File: config.mk
export PLATFORM = sky130hd
export DESIGN_NAME = field_replay_sched
export DESIGN_NICKNAME = d
export VERILOG_FILES = /design/src/rtl/frp_pkg.sv /design/src/rtl/frp_decim.sv /design/src/rtl/frp_wr_ctrl.sv /design/src/rtl/frp_rd_sched.sv /design/src/rtl/field_replay_sched.sv
export SDC_FILE = /design/constraint.sdc
export NUM_CORES = 1
export LEC_CHECK = 0
export BUFFER_PORTS_ARGS = -buffer_cell sky130_fd_sc_hd__buf_2
export CORE_ASPECT_RATIO = 1.5
export CORE_UTILIZATION = 30
export CTS_CLUSTER_DIAMETER = 50
export DETAILED_ROUTE_END_ITERATION = 8
export GPL_ROUTABILITY_DRIVEN = 1
export PLACE_DENSITY = 0.49
export SYNTH_ARGS = -nofsm -noshare
export SYNTH_HDL_FRONTEND = slang
export SYNTH_SLANG_ARGS = --single-unit
File: constraint.sdc
create_clock -name clk -period 2.3 [get_ports clk]
set_input_delay 0 -clock clk [delete_from_list [all_inputs] [get_ports clk]]
set_output_delay 0 -clock clk [all_outputs]
set_load 0.02 [all_outputs]
File: src/rtl/frp_pkg.sv
package frp_pkg;
  // fields per captured field for a given acquire code
  function automatic logic [3:0] fields_per_cap(input logic [1:0] code);
    return 4'd4 + {1'b0, code, 1'b0};
  endfunction
endpackage

File: src/rtl/frp_decim.sv
module frp_decim
  import frp_pkg::*;
(
  input  logic       clk,
  input  logic       rst_n,
  input  logic       field_strobe,
  input  logic       fill,
  input  logic [1:0] acq_code,
  input  logic       wr_busy,
  output logic       cap_go,
  output logic [1:0] acq_lat
);
  logic [3:0] phase_q, phase_d;
  logic [1:0] acq_d;
  logic [3:0] n_live;

  always_comb begin
    n_live  = fields_per_cap(acq_code);
    cap_go  = field_strobe && fill && (phase_q == 4'd0) && !wr_busy;
    phase_d = phase_q;
    acq_d   = acq_lat;
    if (field_strobe) begin
      if (!fill)                       phase_d = 4'd0;
      else if (phase_q >= n_live - 4'd1) phase_d = 4'd0;
      else                             phase_d = phase_q + 4'd1;
    end
    if (cap_go) acq_d = acq_code;
  end

  always_ff @(posedge clk or negedge rst_n) begin
    if (!rst_n) begin
      phase_q <= 4'd0;
      acq_lat <= 2'd0;
    end else begin
      phase_q <= phase_d;
      acq_lat <= acq_d;
    end
  end

  p_phase_bound_r2: assert property (@(posedge clk) disable iff (!rst_n)
    phase_q <= 4'd9);
  p_no_cap_idle_r5: assert property (@(posedge clk) disable iff (!rst_n)
    !fill |-> !cap_go);
endmodule

File: src/rtl/frp_wr_ctrl.sv
module frp_wr_ctrl #(
  parameter int SLOTS = 8,
  localparam int SW = $clog2(SLOTS),
  localparam int CW = $clog2(SLOTS + 1)
) (
  input  logic          clk,
  input  logic          rst_n,
  input  logic          cap_go,
  input  logic          wr_ack,
  output logic          wr_pend,
  output logic [SW-1:0] wptr,
  output logic [CW-1:0] stored
);
  localparam logic [SW-1:0] LAST = SW'(SLOTS - 1);
  localparam logic [CW-1:0] FULL = CW'(SLOTS);

  logic          pend_d;
  logic [SW-1:0] wptr_d;
  logic [CW-1:0] stored_d;
  logic          done;

  always_comb begin
    done     = wr_pend && wr_ack;
    pend_d   = wr_pend;
    wptr_d   = wptr;
    stored_d = stored;
    if (cap_go) begin
      pend_d = 1'b1;
    end else if (done) begin
      pend_d = 1'b0;
      wptr_d = (wptr == LAST) ? '0 : wptr + 1'b1;
      if (stored != FULL) stored_d = stored + 1'b1;
    end
  end

  always_ff @(posedge clk or negedge rst_n) begin
    if (!rst_n) begin
      wr_pend <= 1'b0;
      wptr    <= '0;
      stored  <= '0;
    end else begin
      wr_pend <= pend_d;
      wptr    <= wptr_d;
      stored  <= stored_d;
    end
  end

  p_stored_sat_r3: assert property (@(posedge clk) disable iff (!rst_n)
    stored <= FULL);
  p_ptr_frozen_r5: assert property (@(posedge clk) disable iff (!rst_n)
    !$past(wr_pend && wr_ack) |-> $stable(wptr));
  p_one_write_r10: assert property (@(posedge clk) disable iff (!rst_n)
    wr_pend && !wr_ack |=> wr_pend);
endmodule

File: src/rtl/frp_rd_sched.sv
module frp_rd_sched
  import frp_pkg::*;
#(
  parameter int SLOTS = 8,
  localparam int SW = $clog2(SLOTS),
  localparam int CW = $clog2(SLOTS + 1),
  localparam int HW = 7
) (
  input  logic          clk,
  input  logic          rst_n,
  input  logic          field_strobe,
  input  logic          fill,
  input  logic          replay_go,
  input  logic [1:0]    pb_code,
  input  logic [1:0]    acq_lat,
  input  logic [SW-1:0] wptr,
  input  logic [CW-1:0] stored,
  input  logic          wr_pend,
  output logic          rd_valid,
  output logic [SW-1:0] rd_slot
);
  localparam logic [SW:0]   RING = (SW+1)'(SLOTS);
  localparam logic [SW-1:0] LAST = SW'(SLOTS - 1);

  logic [HW-1:0] hold_q, hold_d, limit;
  logic          valid_d;
  logic [SW-1:0] slot_d, oldest, newest, step;
  logic [SW:0]   old_x;

  always_comb begin
    limit  = HW'({3'b000, fields_per_cap(acq_lat)} << pb_code);
    old_x  = {1'b0, wptr} + RING - (SW+1)'(stored);
    if (old_x >= RING) old_x = old_x - RING;
    oldest = old_x[SW-1:0];
    newest = (wptr == '0) ? LAST : wptr - 1'b1;
    step   = (rd_slot == newest) ? oldest
           : ((rd_slot == LAST) ? '0 : rd_slot + 1'b1);
    valid_d = rd_valid;
    slot_d  = rd_slot;
    hold_d  = hold_q;
    if (field_strobe) begin
      if (!fill && replay_go && stored != '0 && !wr_pend) begin
        valid_d = 1'b1;
        if (!rd_valid) begin
          slot_d = oldest;
          hold_d = HW'(1);
        end else if (hold_q >= limit) begin
          slot_d = step;
          hold_d = HW'(1);
        end else begin
          hold_d = hold_q + 1'b1;
        end
      end else begin
        valid_d = 1'b0;
      end
    end
  end

  always_ff @(posedge clk or negedge rst_n) begin
    if (!rst_n) begin
      rd_valid <= 1'b0;
      rd_slot  <= '0;
      hold_q   <= '0;
    end else begin
      rd_valid <= valid_d;
      rd_slot  <= slot_d;
      hold_q   <= hold_d;
    end
  end

  p_hold_bound_r8: assert property (@(posedge clk) disable iff (!rst_n)
    hold_q <= HW'(80));
  p_slot_range_r9: assert property (@(posedge clk) disable iff (!rst_n)
    rd_valid |-> rd_slot <= LAST);
  p_stop_r11: assert property (@(posedge clk) disable iff (!rst_n)
    field_strobe && (fill || !replay_go) |=> !rd_valid);
endmodule

File: src/rtl/field_replay_sched.sv
module field_replay_sched #(
  parameter int SLOTS = 8,
  localparam int SW = $clog2(SLOTS),
  localparam int CW = $clog2(SLOTS + 1)
) (
  input  logic          clk,
  input  logic          rst_n,
  input  logic          field_strobe,
  input  logic          keep_fill,
  input  logic [3:0]    overlay_en,
  input  logic [1:0]    acq_code,
  input  logic [1:0]    pb_code,
  input  logic          replay_go,
  input  logic          wr_ack,
  output logic          wr_req,
  output logic [SW-1:0] wr_slot,
  output logic          rd_valid,
  output logic [SW-1:0] rd_slot
);
  logic          fill, cap_go, wr_pend;
  logic [1:0]    acq_lat;
  logic [CW-1:0] stored;

  assign fill   = keep_fill && (overlay_en == 4'd0);
  assign wr_req = wr_pend;

  frp_decim u_decim (
    .clk(clk), .rst_n(rst_n), .field_strobe(field_strobe), .fill(fill),
    .acq_code(acq_code), .wr_busy(wr_pend), .cap_go(cap_go), .acq_lat(acq_lat)
  );

  frp_wr_ctrl #(.SLOTS(SLOTS)) u_wr (
    .clk(clk), .rst_n(rst_n), .cap_go(cap_go), .wr_ack(wr_ack),
    .wr_pend(wr_pend), .wptr(wr_slot), .stored(stored)
  );

  frp_rd_sched #(.SLOTS(SLOTS)) u_rd (
    .clk(clk), .rst_n(rst_n), .field_strobe(field_strobe), .fill(fill),
    .replay_go(replay_go), .pb_code(pb_code), .acq_lat(acq_lat),
    .wptr(wr_slot), .stored(stored), .wr_pend(wr_pend),
    .rd_valid(rd_valid), .rd_slot(rd_slot)
  );

  p_write_needs_fill_r4: assert property (@(posedge clk) disable iff (!rst_n)
    $rose(wr_req) |-> $past(field_strobe && keep_fill && overlay_en == 4'd0));
  p_no_replay_fill_r7: assert property (@(posedge clk) disable iff (!rst_n)
    $rose(rd_valid) |-> $past(replay_go && !fill));
endmodule

==> impl_metrics.yaml <==
layout:
  final_nets: 242
  drive_gt1_share_pct: 16.75
  utilization_pct: 36.61
  fin_cells: 273
  syn_to_final_growth_pct: 17.73
  diodes: 0
global_routing:
  first_global_vias: 1344
  grt_pass1_wl_um: 5989
  grt_usage_pct: 12.85
  grt_max_degree: 26
  antenna_found_initial: 0
  grt.overflow.total: 0
detailed_routing:
  viasPerCell: 4.890
  dr.pass1.iters: 4
  ant_nets: 0
  num_vias: 1335
  drc: 0
  routed_wl_um: 3449
  wl_per_cell_um: 12.63
  drtIter0Drc: 45
placed_design:
  hpwl_um: 2705
  dp_cells: 265
  io_buffers: 21
  gp_congestion: 0.7734
yosys:
  synth.distinct_cells: 42
  synth_fa_ha_area_share_pct: 18.02
  synthTopCellsByArea: "dfrtp_1 37%, ha_1 17%, o21ai_0 4.1%, inv_1 3.5%, a22o_1 2.6%"
  ys_seq_area_share_pct: 36.63
  synth_top_area_share_pct: 36.63
  synthFlopType: "dfrtp_1"
  avgSynthCellArea_sq_um: 9.759
  synth-simple-area-share_pct: 15.97
  syn_inst: 175
  synth_seq_cells: 25
  synth_xor_area_share_pct: 3.077
  yosys-top-cells-count: "25 x dfrtp_1, 23 x ha_1, 16 x inv_1"
  yosysWarnings: 0
  synth_most_common_cell: "dfrtp_1"
  synth_compound_area_share_pct: 18.02
  synth_top_area_cell: "dfrtp_1"
  synth_edf_count: 0
  synthMuxAreaShare_pct: 4.322
  synthArstFlopShare_pct: 100.0
  synth_area_sq_um: 1708
  synth_nets: 213
  synth_top_family_by_area: "compound AO/OA/AOI/OAI gates"
critical_path:
  cpMaxStageDelayCell: "dfrtp_1"
  endpoint_kind: "register"
  cp_slowest_stage_delay_ns: 0.40
  worst_setup_path_start_kind: "register"
  rrSetupSlack_ns: 0.13
  cp.required_ns: 2.47
  arrival_ns: 2.35
  crit_type: "register to register"
  rr_endpoint: "u_rd.rd_slot[0]"
  worstPathCellList: "inv_1, ha_1, nor2_1, o211a_1, o311a_1, or4_1, a31oi_1"
  crit_fanout: 4
  rr_startpoint: "u_wr.wptr[1]"
  r2r_cells: 7
power:
  powerDensity_nw_per_um2: 865.3
  clkPwrFrac_pct: 15.0
  power_frac_seq_pct: 38.6
  combPwrFrac_pct: 46.4
  vdd_drop_max_mv: 0.3348
  p_leak_nw: 0.9909
  p_sw_uw: 705.5
  netSwitchingFraction_pct: 40.55
  p_int_mw: 1.034
clocking:
  cts_buffers: 3
  clock_path_buffers: 2
  path_clk_slew_ns: 0.09
  cts_tree: "built"
  cts.sinks: 25
  ctsRootBufferMaster: "clkbuf_8"
  post_cts_buffers: 0
  htreeDepth: 1
  clk_latency_ns: 0.26
floorplan:
  start_util_pct: 31.10
  die_h_um: 94.41
  die_w_um: 63.61
  io_pins: 22
  fp.dieArea_sq_um: 6005
  coreArea_sq_um: 5492
  num_rows: 33
timing:
  rsz0062_at_grt: "false"
  max-slew-margin-rel_pct: 61.22
  setup_viol: 0
  period_minus_slack_ns: 2.175
  setup_tns_ns: 0
  drv_slew: 0
  finalHoldViolations: 0
  finalClockSkew_ns: 0.002482
  fmax_ghz: 0.4598
  fin_crit_sh_pct: 94.55
  max_slew.worst_pin.slew_ns: 0.5817
hold_path:
  hold_end: "u_decim.acq_lat[0]"
  min_from: "acq_code[0]"
  min-delay-path-class: "input port to register"
  worstHoldPathCells: 2
run_status:
  status: "finished clean"
run:
  drv_cap: 0
==> per-stage QoR <==
step	instance area, sq um	total power [mW]	worst slack (ns)	hold WS, ns
3_3_place_gp	1901	1.466	-0.03524	0.04674
3_5_place_dp	1901	1.466	-0.09155	0.04292
5_1_grt	2011	1.923	0.01343	0.006863
4_1_cts	1982	1.746	0.001553	0.002918
2_1_floorplan	1708	1.251	0.1235	-0.2956
6_report	2011	1.740	0.1253	0.006445
==> worst max-delay path, delay by kind of cell (launching register included) <==
| kind | cells | cell delay, ns |
|---|---|---|
| and+or+nand+nor | 2 | 0.46 |
| DFF | 1 | 0.40 |
| adders and majority gates | 1 | 0.36 |
| buffers and inverters | 1 | 0.11 |
| AOI/OAI and AO/OA | 3 | 0.75 |
==> power by group through the flow <==
| stage | Clock (mW) | Sequential (mW) | Combinational (mW) |
|---|---|---|---|
| final | 0.262 | 0.671 | 0.807 |
| after global routing | 0.298 | 0.691 | 0.934 |
| after CTS | 0.274 | 0.671 | 0.802 |
| after detailed placement | 0 | 0.680 | 0.786 |
| after global placement | 0 | 0.680 | 0.786 |
| after floorplan | 0 | 0.706 | 0.545 |
==> flip-flops by register name, indices dropped and copies added (netlist names) <==
register / cells
u_rd.rd_valid: 1
u_decim.phase_q: 4
u_wr.stored: 4
u_decim.acq_lat: 2
u_rd.hold_q: 7
u_wr.wr_pend: 1
u_rd.rd_slot: 3
u_wr.wptr: 3
==> layer usage <==
metal,GRT usage (%),routed length [um]
met3,1.449,43
met5,0,0
met4,6.061,73
met2,23.49,1842
met1,14.68,1490
==> layout make-up <==
class                      instances  area (sq um)
sequential                        25         625.6
multi-input combinational        132          1040
inverter                          16         60.06
fill                             562          3481
clock buffer                       4         45.04
timing repair buffer              26         152.6
tap                               70         87.58
==> placed cells by master, fill, tap and decap left out, types with 2 or more instances in the layout <==
master         Yosys  routed
dfrtp_1           25      25
ha_1              23      23
buf_2              0      21
inv_1             16      16
o21ai_0           14      14
nand2_1           10      10
a21oi_1            7       6
nand2b_1           5       5
nor2_1             6       5
xnor2_1            5       5
a21o_1             5       5
nor2b_1            5       5
a22o_1             5       5
mux2i_1            4       4
a31oi_1            4       4
and3_1             4       4
dlygate4sd3_1      0       4
nor4_1             3       3
mux2_2             3       3
clkbuf_8           0       3
or3_1              2       2
and2_1             2       2
o2111ai_1          2       2
nand3_1            2       2
nor3_1             2       2
==> worst max-delay path by stage <==
stage | slack [ns] | cells past startpoint | start | end
floorplan | 0.12 | 7 | u_wr.wptr[0] | u_rd.rd_slot[0]
global placement | -0.04 | 7 | u_decim.acq_lat[1] | u_rd.hold_q[2]
detailed placement | -0.09 | 7 | u_decim.acq_lat[1] | u_rd.hold_q[5]
CTS | 0.002 | 7 | u_decim.acq_lat[1] | u_rd.hold_q[2]
global route | 0.01 | 7 | u_wr.wptr[1] | u_rd.rd_slot[0]
finish | 0.13 | 7 | u_wr.wptr[1] | u_rd.rd_slot[0]
==> kinds of logic after synthesis <==
kind of cell,Yosys count
AOI/OAI and AO/OA,46
xor gates and xnor gates,6
adders and majority gates,24
buffers and inverters,18
DFF,25
muxes,7
and+or+nand+nor,49
==> timing repair <==
item,4_1_cts,5_1_grt
setup endpoints to repair,6,10
hold endpoints to repair,27,1
hold buffers,3,1
resized for setup,2,4
(Power assumes the default switching activity.)
